===== config.mk =====
export PLATFORM = sky130hd
export DESIGN_NAME = conv_sequencer
export DESIGN_NICKNAME = d
export VERILOG_FILES = /design/src/rtl/cseq_pkg.sv /design/src/rtl/cseq_reset_sync.sv /design/src/rtl/cseq_pin_sync.sv /design/src/rtl/cseq_clk_source.sv /design/src/rtl/cseq_fsm.sv /design/src/rtl/conv_sequencer.sv
export SDC_FILE = /design/constraint.sdc
export NUM_CORES = 1
export LEC_CHECK = 0
export BUFFER_PORTS_ARGS = -buffer_cell sky130_fd_sc_hd__buf_2
export CAP_MARGIN = 20
export CORE_MARGIN = 5
export CORE_UTILIZATION = 55
export DETAILED_ROUTE_END_ITERATION = 10
export GPL_TIMING_DRIVEN = 0
export MAX_ROUTING_LAYER = met4
export PLACE_DENSITY_LB_ADDON = 0.12
export RECOVER_POWER = 25
export SLEW_MARGIN = 0
export SYNTH_ARGS = -nofsm -noshare
export SYNTH_HDL_FRONTEND = slang
export SYNTH_HIERARCHICAL = 1
export SYNTH_SLANG_ARGS = --single-unit

===== constraint.sdc =====
create_clock -name clk -period 3.5 [get_ports clk]
set_input_delay 0.175 -clock clk [delete_from_list [all_inputs] [get_ports clk]]
set_output_delay 0.175 -clock clk [all_outputs]
set_load 0.02 [all_outputs]

===== src/rtl/cseq_pkg.sv =====
package cseq_pkg;

  typedef enum logic [1:0] {
    ST_CONVERT  = 2'd0,
    ST_SLEEP    = 2'd1,
    ST_DATA_OUT = 2'd2
  } seq_state_e;

  typedef struct packed {
    logic ext_src;
    logic sel_50;
  } clk_cfg_t;

endpackage


===== src/rtl/cseq_reset_sync.sv =====
module cseq_reset_sync (
  input  logic clk,
  input  logic rst_n,
  output logic rst_sync_n
);

  logic [1:0] stg_q;

  always_ff @(posedge clk or negedge rst_n) begin
    if (!rst_n) stg_q <= 2'b00;
    else        stg_q <= {stg_q[0], 1'b1};
  end

  assign rst_sync_n = stg_q[1];

endmodule


===== src/rtl/cseq_pin_sync.sv =====
module cseq_pin_sync #(
  parameter int               WIDTH   = 3,
  parameter logic [WIDTH-1:0] RST_VAL = '0
) (
  input  logic             clk,
  input  logic             rst_n,
  input  logic [WIDTH-1:0] pin_i,
  output logic [WIDTH-1:0] lvl_o
);

  for (genvar i = 0; i < WIDTH; i++) begin : g_bit
    logic [1:0] ff_q;
    always_ff @(posedge clk or negedge rst_n) begin
      if (!rst_n) ff_q <= {2{RST_VAL[i]}};
      else        ff_q <= {ff_q[0], pin_i[i]};
    end
    assign lvl_o[i] = ff_q[1];
  end

endmodule


===== src/rtl/cseq_clk_source.sv =====
module cseq_clk_source
  import cseq_pkg::*;
#(
  parameter int DIV_60    = 814,
  parameter int DIV_50    = 977,
  parameter int DET_LIMIT = 48828
) (
  input  logic clk,
  input  logic rst_n,
  input  logic fo_lvl,
  output logic tick_o,
  output logic cfg_chg_o
);

  localparam int DIV_MAX = (DIV_60 > DIV_50) ? DIV_60 : DIV_50;
  localparam int DIV_W   = (DIV_MAX > 2) ? $clog2(DIV_MAX) : 1;
  localparam int GAP_W   = $clog2(DET_LIMIT + 1);
  localparam logic [DIV_W-1:0] LIM_60  = DIV_W'(DIV_60 - 1);
  localparam logic [DIV_W-1:0] LIM_50  = DIV_W'(DIV_50 - 1);
  localparam logic [GAP_W-1:0] GAP_MAX = GAP_W'(DET_LIMIT);

  logic             fo_prev_q;
  logic             ext_q, ext_d;
  logic [GAP_W-1:0] gap_q, gap_d;
  logic             gap_en;
  logic [DIV_W-1:0] div_q, div_d;
  clk_cfg_t         cfg_q, cfg_now;
  logic             fo_rise;
  logic [DIV_W-1:0] div_lim;
  logic             tick_int;

  // Tick selection and configuration tracking
  always_comb begin
    fo_rise          = fo_lvl & ~fo_prev_q;
    div_lim          = fo_lvl ? LIM_50 : LIM_60;
    tick_int         = (div_q >= div_lim);
    tick_o           = ext_q ? fo_rise : tick_int;
    cfg_now.ext_src  = ext_q;
    cfg_now.sel_50   = ~ext_q & fo_lvl;
    cfg_chg_o        = (cfg_now != cfg_q);
  end

  // Next-state: edge-gap detector and internal divider
  always_comb begin
    ext_d  = ext_q;
    gap_d  = gap_q;
    gap_en = 1'b0;
    if (fo_rise) begin
      gap_en = 1'b1;
      gap_d  = '0;
      ext_d  = (gap_q < GAP_MAX);
    end else if (gap_q < GAP_MAX) begin
      gap_en = 1'b1;
      gap_d  = gap_q + 1'b1;
    end else begin
      ext_d  = 1'b0;
    end
    if (ext_q || tick_int) div_d = '0;
    else                   div_d = div_q + 1'b1;
  end

  always_ff @(posedge clk or negedge rst_n) begin
    if (!rst_n) begin
      fo_prev_q <= 1'b0;
      ext_q     <= 1'b0;
      gap_q     <= GAP_MAX;
      div_q     <= '0;
      cfg_q     <= '0;
    end else begin
      fo_prev_q <= fo_lvl;
      ext_q     <= ext_d;
      if (gap_en) gap_q <= gap_d;
      div_q     <= div_d;
      cfg_q     <= cfg_now;
    end
  end

  AST_EXT_ACQUIRE: assert property (@(posedge clk) disable iff (!rst_n)
    (fo_rise && gap_q < GAP_MAX) |=> ext_q);
  AST_EXT_FALLBACK: assert property (@(posedge clk) disable iff (!rst_n)
    (!fo_rise && gap_q == GAP_MAX) |=> !ext_q);
  AST_INT_TICK_SPACED: assert property (@(posedge clk) disable iff (!rst_n)
    (!ext_q && tick_o) |=> !tick_o);

endmodule


===== src/rtl/cseq_fsm.sv =====
module cseq_fsm
  import cseq_pkg::*;
#(
  parameter int CONV_TICKS = 20480,
  parameter int FRAME_BITS = 32
) (
  input  logic       clk,
  input  logic       rst_n,
  input  logic       tick_i,
  input  logic       cfg_chg_i,
  input  logic       cs_lvl_i,
  input  logic       sck_lvl_i,
  output seq_state_e state_o,
  output logic       eoc_o,
  output logic       bad_o
);

  localparam int CNT_W = $clog2(CONV_TICKS);
  localparam int BIT_W = $clog2(FRAME_BITS);
  localparam logic [CNT_W-1:0] CNT_LAST = CNT_W'(CONV_TICKS - 1);
  localparam logic [BIT_W-1:0] BIT_LAST = BIT_W'(FRAME_BITS - 1);

  seq_state_e       st_q, st_d;
  logic             eoc_q, eoc_d;
  logic             bad_q, bad_d;
  logic [CNT_W-1:0] cnt_q, cnt_d;
  logic [BIT_W-1:0] bit_q, bit_d;
  logic             cnt_en, bit_en;
  logic             sck_prev_q;
  logic             sck_rise, sck_fall;
  logic             start_conv;

  assign sck_rise = sck_lvl_i & ~sck_prev_q;
  assign sck_fall = ~sck_lvl_i & sck_prev_q;

  always_comb begin
    st_d       = st_q;
    eoc_d      = eoc_q;
    bad_d      = bad_q;
    cnt_d      = cnt_q;
    bit_d      = bit_q;
    cnt_en     = 1'b0;
    bit_en     = 1'b0;
    start_conv = 1'b0;
    case (st_q)
      ST_CONVERT: begin
        if (cfg_chg_i) bad_d = 1'b1;
        if (tick_i) begin
          cnt_en = 1'b1;
          if (cnt_q == CNT_LAST) begin
            st_d  = ST_SLEEP;
            eoc_d = 1'b0;
            cnt_d = '0;
          end else begin
            cnt_d = cnt_q + 1'b1;
          end
        end
      end
      ST_SLEEP: begin
        if (!cs_lvl_i && sck_rise) begin
          st_d   = ST_DATA_OUT;
          bit_en = 1'b1;
          bit_d  = '0;
        end
      end
      ST_DATA_OUT: begin
        if (cs_lvl_i) begin
          start_conv = 1'b1;
        end else if (sck_fall) begin
          if (bit_q == BIT_LAST) begin
            start_conv = 1'b1;
          end else begin
            bit_en = 1'b1;
            bit_d  = bit_q + 1'b1;
          end
        end
      end
      default: start_conv = 1'b1;
    endcase
    if (start_conv) begin
      st_d   = ST_CONVERT;
      eoc_d  = 1'b1;
      bad_d  = 1'b0;
      cnt_en = 1'b1;
      cnt_d  = '0;
    end
  end

  always_ff @(posedge clk or negedge rst_n) begin
    if (!rst_n) begin
      st_q       <= ST_CONVERT;
      eoc_q      <= 1'b1;
      bad_q      <= 1'b0;
      cnt_q      <= '0;
      bit_q      <= '0;
      sck_prev_q <= 1'b0;
    end else begin
      st_q       <= st_d;
      eoc_q      <= eoc_d;
      bad_q      <= bad_d;
      sck_prev_q <= sck_lvl_i;
      if (cnt_en) cnt_q <= cnt_d;
      if (bit_en) bit_q <= bit_d;
    end
  end

  assign state_o = st_q;
  assign eoc_o   = eoc_q;
  assign bad_o   = bad_q;

  AST_CNT_IN_RANGE: assert property (@(posedge clk) disable iff (!rst_n)
    cnt_q <= CNT_LAST);
  AST_EOC_FALL_SLEEP: assert property (@(posedge clk) disable iff (!rst_n)
    $fell(eoc_q) |-> st_q == ST_SLEEP);
  AST_SLEEP_HOLD: assert property (@(posedge clk) disable iff (!rst_n)
    (st_q == ST_SLEEP && cs_lvl_i) |=> st_q == ST_SLEEP);
  AST_FRAME_END: assert property (@(posedge clk) disable iff (!rst_n)
    (st_q == ST_DATA_OUT && !cs_lvl_i && sck_fall && bit_q == BIT_LAST)
      |=> (st_q == ST_CONVERT && eoc_q));
  AST_CS_ABORT: assert property (@(posedge clk) disable iff (!rst_n)
    (st_q == ST_DATA_OUT && cs_lvl_i) |=> st_q == ST_CONVERT);
  AST_BAD_ON_CHANGE: assert property (@(posedge clk) disable iff (!rst_n)
    (st_q == ST_CONVERT && cfg_chg_i) |=> bad_q);
  AST_BAD_QUIET: assert property (@(posedge clk) disable iff (!rst_n)
    (st_q != ST_CONVERT) |=> ($stable(bad_q) || (st_q == ST_CONVERT && !bad_q)));

endmodule


===== src/rtl/conv_sequencer.sv =====
module conv_sequencer
  import cseq_pkg::*;
#(
  parameter int CONV_TICKS = 20480,
  parameter int INT_DIV_60 = 814,
  parameter int INT_DIV_50 = 977,
  parameter int DET_LIMIT  = 48828,
  parameter int FRAME_BITS = 32
) (
  input  logic       clk,
  input  logic       rst_n,
  input  logic       cs_n,
  input  logic       sck,
  input  logic       fo_pin,
  output logic [1:0] state_o,
  output logic       eoc_o,
  output logic       result_bad_o
);

  localparam int PIN_W = 3;
  localparam logic [PIN_W-1:0] PIN_RST = 3'b100;

  logic             rst_i;
  logic [PIN_W-1:0] pin_lvl;
  logic             tick;
  logic             cfg_chg;
  seq_state_e       st;

  cseq_reset_sync u_rst (
    .clk        (clk),
    .rst_n      (rst_n),
    .rst_sync_n (rst_i)
  );

  cseq_pin_sync #(
    .WIDTH   (PIN_W),
    .RST_VAL (PIN_RST)
  ) u_pins (
    .clk   (clk),
    .rst_n (rst_i),
    .pin_i ({cs_n, sck, fo_pin}),
    .lvl_o (pin_lvl)
  );

  cseq_clk_source #(
    .DIV_60    (INT_DIV_60),
    .DIV_50    (INT_DIV_50),
    .DET_LIMIT (DET_LIMIT)
  ) u_src (
    .clk       (clk),
    .rst_n     (rst_i),
    .fo_lvl    (pin_lvl[0]),
    .tick_o    (tick),
    .cfg_chg_o (cfg_chg)
  );

  cseq_fsm #(
    .CONV_TICKS (CONV_TICKS),
    .FRAME_BITS (FRAME_BITS)
  ) u_fsm (
    .clk       (clk),
    .rst_n     (rst_i),
    .tick_i    (tick),
    .cfg_chg_i (cfg_chg),
    .cs_lvl_i  (pin_lvl[2]),
    .sck_lvl_i (pin_lvl[1]),
    .state_o   (st),
    .eoc_o     (eoc_o),
    .bad_o     (result_bad_o)
  );

  assign state_o = st;

endmodule


Word-level counts from Yosys, hierarchy flattened
Cells that the tools add are included.
{ "classes": {"n_bitwise": 8, "n_eq_ne": 13, "add_sub_neg": 4, "muxes": 42, "magnitude_cmp": 2, "n_reduce_logical": 18} }
{ "op_table": {"columns": ["operator", "n"], "rows": [
  ["15-bit 2-to-1 mux", 4],
  ["16-bit 2-to-1 mux", 2],
  ["1-bit 2-to-1 mux", 22],
  ["5-bit 2-to-1 mux", 4],
  ["16-bit by 1-bit adder with 16-bit output, second input constant", 1],
  ["16-bit less-than comparator, second input constant", 1],
  ["15-bit by 1-bit adder with 15-bit output, second input constant", 1],
  ["15-bit == test, second input constant", 1],
  ["2-bit nonzero test", 6],
  ["10-bit by 1-bit adder with 10-bit output, second input constant", 1],
  ["10-bit >= comparator", 1],
  ["10-bit 2-to-1 mux", 1],
  ["5-bit case mux with 2 select lines", 1],
  ["2-bit 2-to-1 mux", 4],
  ["8-bit 2-to-1 mux", 1],
  ["2-bit by 1-bit != test with 1-bit output, second input constant", 3],
  ["3-bit by 1-bit != test with 1-bit output, second input constant", 2],
  ["3-bit AND reduction", 2],
  ["6-bit AND reduction", 1],
  ["5-bit by 1-bit adder with 5-bit output, second input constant", 1],
  ["5-bit == test, second input constant", 1],
  ["1-bit bitwise AND", 4],
  ["2-bit != test, second input constant", 2],
  ["1-bit inverter", 4],
  ["14 further kinds", 16]
]} }
{ "totals": {"output_inout_bits": 4, "word_cells": 103, "inputBits": 5, "register_bits": 63} }

Depth between registers and ports, before layout
{ "logic_depth": {"ltp_word": 7, "mapped_depth": 12, "mapped_depth_nobuf": 11} }

Hierarchy
Netlist, hierarchy kept.
{ "by_module_without_submodules": {"columns": ["module", "area_each_um2", "seq_area_each_um2", "cells_each", "instances"], "rows": [
  ["cseq_clk_source", 1704.1, 764.5, 179, 1],
  ["cseq_fsm", 1431.4, 626.9, 159, 1],
  ["cseq_pin_sync", 175.2, 152.6, 9, 1],
  ["cseq_reset_sync", 53.8, 50.0, 3, 1]
]} }

Least setup slack after synthesis
OpenSTA, ideal clock, no wires.
{ "synth_path": {"path_kind": "reg-to-reg", "start": "reg u_pins.g_bit[0].ff_q[1]", "end": "reg u_fsm.cnt_q[14]", "t_arrival_ps": 2593, "path_buffers": 1, "required_time_ps": 3421, "synth_period_minus_slack_ps": 2672, "slack_ps": 828, "setup_time_ps": 79, "path_stages_with_launch": 13, "path_cell_list": "dfrtp_1 -> buf_4 -> inv_1 -> ha_1 -> nand4_1 -> o22ai_1 -> a211o_1 -> a21boi_0 -> nand2_1 -> or4_4 -> o31ai_2 -> nand2_1 -> a21oi_1"} }
{ "synth_between": {"elab_chain_cells": 7, "word_cells_on_any_way": 9, "classes_between": "order compare (1); mux (5); bitwise (1); reduce/logical (2)"} }
{ "synth_lines": {"columns": ["item", "line_no", "text"], "rows": [
  ["from (decl)", "cseq_pin_sync.sv:12", "logic [1:0] ff_q;"],
  ["from (signal assigned)", "cseq_pin_sync.sv:14", "if (!rst_n) ff_q <= {2{RST_VAL[i]}};"],
  ["from (signal assigned)", "cseq_pin_sync.sv:15", "else ff_q <= {ff_q[0], pin_i[i]};"],
  ["8-bit 2-to-1 mux", "cseq_clk_source.sv:35", "div_lim = fo_lvl ? LIM_50 : LIM_60;"],
  ["10-bit >= comparator", "cseq_clk_source.sv:36", "tick_int = (div_q >= div_lim);"],
  ["1-bit 2-to-1 mux (*)", "cseq_clk_source.sv:37", "tick_o = ext_q ? fo_rise : tick_int;"],
  ["via tick", "conv_sequencer.sv:25", "logic tick;"],
  ["1-bit 2-to-1 mux", "cseq_fsm.sv:48", "if (tick_i) begin"],
  ["1-bit 2-to-1 mux", "cseq_fsm.sv:45", "case (st_q)"],
  ["1-bit 2-to-1 mux", "cseq_fsm.sv:80", "if (start_conv) begin"],
  ["3-bit AND reduction (no source line) (*)", null, null],
  ["to (signal assigned)", "cseq_fsm.sv:102", "if (cnt_en) cnt_q <= cnt_d;"],
  ["to (decl)", "cseq_fsm.sv:26", "logic [CNT_W-1:0] cnt_q, cnt_d;"]
]} }
Mark *: on every way through the listed nets, which the timed path passes. The rest lies on a longest branch.
A chain may end at the register's enable or synchronous reset.

Final worst setup path
Ends and elaborated chain as after synthesis.

==> impl_metrics.py <==
metrics = {
    "timing": {
        "fin_skew_ns": 0.00547,
        "max_freq_mhz": 321,
        "tns_ns": 0,
        "slew_headroom": 0.395,
        "final.min_clock_period_ns": 3.12,
        "rsz0062_at_grt": "no",
        "finalSetupViolations": 0,
        "worst_pin_slew_ns": 0.895,
        "fin_crit_sh": 0.890,
        "maxSlewViolCount": 0,
        "hold_viol": 0,
    },
    "synth": {
        "synth_seq_area_share": 0.474,
        "syn_nets": 370,
        "synth_edf_count": 0,
        "synth_ff_type": "dfrtp_1",
        "synth-seq-cells": 63,
        "synthArstFlopShare": 1.00,
        "syn_area_per_cell_um2": 9.61,
        "synth_cells": 350,
        "synth_xor_area_frac": 0.0234,
        "ys.warnings.count": 6,
        "synth_top_family_by_area": "simple AND/OR/NAND/NOR gates",
        "synthMuxAreaShare": 0.00632,
        "synth_simple_gate_area_share": 0.224,
        "yosys.area_share.adder": 0.0558,
        "ys_types": 61,
        "synth_compound_area_frac": 0.182,
        "syn_area_um2": 3360,
    },
    "global_routing": {
        "grt_pass1_vias": 2635,
        "grt_usage": 0.196,
        "grt_max_degree": 42,
        "antenna_found_initial": 0,
        "overflow": 0,
        "grt_pass1_wl_mm": 11.7,
    },
    "detailed_routing": {
        "drc": 0,
        "via_per_inst": 6.01,
        "vias": 2730,
        "drt_first_pass_iters": 4,
        "post_drt_wl_per_cell_um": 14.7,
        "drt_wl_total_mm": 6.69,
        "drt-initial-drc-count": 130,
        "ant_nets": 0,
    },
    "final_layout": {
        "area_growth_pct": 12.3,
        "n_antenna_cell": 0,
        "layout-drive-gt1-share": 0.132,
        "fin_util": 0.638,
        "nets": 394,
        "fill_cells": 484,
    },
    "critical_path": {
        "cp.buffers_inverters": 2,
        "cpMostUsedCell": "nand2_1",
        "crit_fanout": 7,
        "cpLargestDelayFamily": "compound AO/OA/AOI/OAI gates",
        "worstSetupPathType": "reg -> reg",
        "cp_slowest_cell": "or4_4",
        "end_kind": "flip-flop",
        "startpoint_type": "flip-flop",
        "max_stage_delay_ns": 0.60,
        "crit_chain": "buf_4 > inv_1 > ha_1 > nand4_1 > o22ai_1 > a211o_1 > a21boi_0 > nand2_1 > or4_4 > o31ai_2 > nand2_1 > a21oi_1",
        "critPathRequiredTime_ns": 3.76,
        "critPathArrivalTime_ns": 3.37,
    },
    "die": {
        "die_h_um": 88.2,
        "die_x_um": 88.2,
        "die-area_um2": 7780,
        "core_um2": 5920,
        "start_util": 0.568,
        "row_count": 28,
        "ios": 9,
    },
    "power_and_ir_drop": {
        "ir_drop_mv": 0.330,
        "p_leak_nw": 1.55,
        "power_density_nw_per_um2": 453,
        "p_total_mw": 1.71,
    },
    "status": {
        "status": "finished, final reports clean",
    },
    "clocking": {
        "clock_sinks": 63,
        "cts-resized-gates": 0,
        "clk_latency_ns": 0.34,
        "root_buffer": "clkbuf_8",
        "clkTransAtPathRegs_ns": 0.07,
        "cts_buffers": 9,
        "cts_tree": "yes",
        "htreeDepth": 3,
        "clk_path_buf_depth": 2,
    },
    "flow_run": {
        "maxCapViolCount": 0,
    },
    "placed_design": {
        "gp_congestion": 0.809,
        "place_hpwl_mm": 4.59,
        "port_buffers": 8,
    },
    "worst_hold_path": {
        "hp-class": "in -> async",
    },
}
## area by class of cell
type                            instances  area (µm²)  area share
Clock inverter                          3        65.1      0.0172
Buffer                                 11        55.1      0.0146
Timing Repair Buffer                   13        98.8      0.0262
Clock buffer                           13         159      0.0421
Sequential cell                        63        1590       0.422
Multi-Input combinational cell        262        1660       0.439
Tap cell                               75        93.8      0.0248
Inverter                               14        52.6      0.0139
## sequential cells by signal (all words and copies together), names as in the netlist
signal and cells:
u_src/fo_prev_q 1, u_fsm/cnt_q 15, u_rst/stg_q 2, u_src/ext_q 1, u_fsm/bit_q 5, u_fsm/bad_o 1
u_pins/g_bit.ff_q 6, u_fsm/eoc_o 1, u_fsm/state_o 2, u_src/div_q 10, u_fsm/sck_prev_q 1, u_src/cfg_q 2
u_src/gap_q 16
## through the flow
stage / std cells / worst slack (ns) / area, µm² / hold WS, ns
after detailed placement: 434 / 0.410 / 3520 / -0.0382
final: 454 / 0.385 / 3780 / 0.144
after CTS: 454 / 0.391 / 3780 / 0.132
after floorplan: 350 / 0.828 / 3360 / -0.121
after global routing: 454 / 0.169 / 3780 / 0.147
after global placement: 433 / 0.465 / 3500 / -0.0397
## cells in the mapped netlist, types with 3 or more instances
cell | count | share of area
or4_1 | 7 | 0.016
ha_1 | 15 | 0.056
xor2_1 | 3 | 0.0078
a41o_1 | 3 | 0.0089
nand3_1 | 23 | 0.034
o211ai_1 | 3 | 0.0067
nor4_1 | 3 | 0.0056
nor2_1 | 31 | 0.035
and3_1 | 4 | 0.0074
o41ai_1 | 3 | 0.0078
a21oi_1 | 22 | 0.033
nand4_1 | 4 | 0.0074
o21ai_0 | 17 | 0.025
a31oi_1 | 4 | 0.0074
nand2_1 | 40 | 0.045
clkbuf_1 | 5 | 0.0056
xnor2_1 | 6 | 0.016
o32ai_1 | 4 | 0.010
dfstp_2 | 14 | 0.11
buf_4 | 3 | 0.0067
nor3_1 | 9 | 0.013
inv_1 | 14 | 0.016
dfrtp_1 | 49 | 0.36
a41oi_1 | 3 | 0.0078
o31ai_1 | 13 | 0.029
and2_1 | 3 | 0.0056
## where the power goes
group | internal [mW] | leakage (nW) | switching, mW
combinational | 0.0589 | 0.650 | 0.0847
clock | 0.440 | 0.114 | 0.279
sequential | 0.783 | 0.786 | 0.0664
total | 1.28 | 1.55 | 0.430
## logic make-up after synthesis
family / Yosys count
multiplexers: 2
adder cells (fa/ha/maj): 15
flip-flops: 63
AO/OA/AOI/OAI: 91
AND/OR/NAND/NOR: 144
other: 1
XOR/XNOR: 9
buffers and inverters: 25
## final timing paths
path | startpoint | to | slack [ns] | cells after the start
max | u_pins/g_bit[0].ff_q[1] | u_fsm/cnt_q[14] | 0.38 | 12
min | rst_n | u_rst/stg_q[0] | 0.14 | 2
max reg2reg | u_pins/g_bit[0].ff_q[1] | u_fsm/cnt_q[14] | 0.38 | 12
min reg2reg | u_rst/stg_q[0] | u_rst/stg_q[1] | 0.35 | 0
max in group asynchronous | u_rst/stg_q[1] | u_fsm/eoc_o | 2.37 | 1
min in group clk | u_rst/stg_q[0] | u_rst/stg_q[1] | 0.35 | 0
## worst reg2reg max path, cell delays in order (launching register included)
cell and delay [ns]:
dfrtp_1 0.33, buf_4 0.15, inv_1 0.12, ha_1 0.32, nand4_1 0.12, o22ai_1 0.15
a211o_1 0.13, a21boi_0 0.52, nand2_1 0.20, or4_4 0.60, o31ai_2 0.19, nand2_1 0.07
a21oi_1 0.14
## placed cells by master, fill, tap and decap left out, types with 6 or more instances in the layout
| cell | instances |
|---|---|
| buf_2 | 8 |
| dfstp_2 | 14 |
| nor3_1 | 9 |
| or4_1 | 7 |
| a21oi_1 | 22 |
| nand2_1 | 40 |
| dfrtp_1 | 49 |
| inv_1 | 14 |
| ha_1 | 15 |
| nor2_1 | 31 |
| clkbuf_1 | 9 |
| o31ai_1 | 13 |
| xnor2_1 | 6 |
| nand3_1 | 23 |
| o21ai_0 | 17 |
| clkbuf_8 | 11 |
## metal layers
layer,vias up,part of all wire,global-route usage,wire [µm]
li1,1347,-,-,-
met1,1335,0.47,0.241,3150
met2,33,0.49,0.315,3270
met3,15,0.021,0.0335,140
met4,0,0.019,0.0962,124
met5,-,0,-,0
## what timing repair did
| item | CTS | global route |
|---|---|---|
| setup buffers | 0 | 0 |
| endpoints found under the setup margin | 0 | 0 |
| hold buffers | 4 | 0 |
| endpoints found under the hold margin | 5 | 0 |
Power figures use the tool's default switching activity.
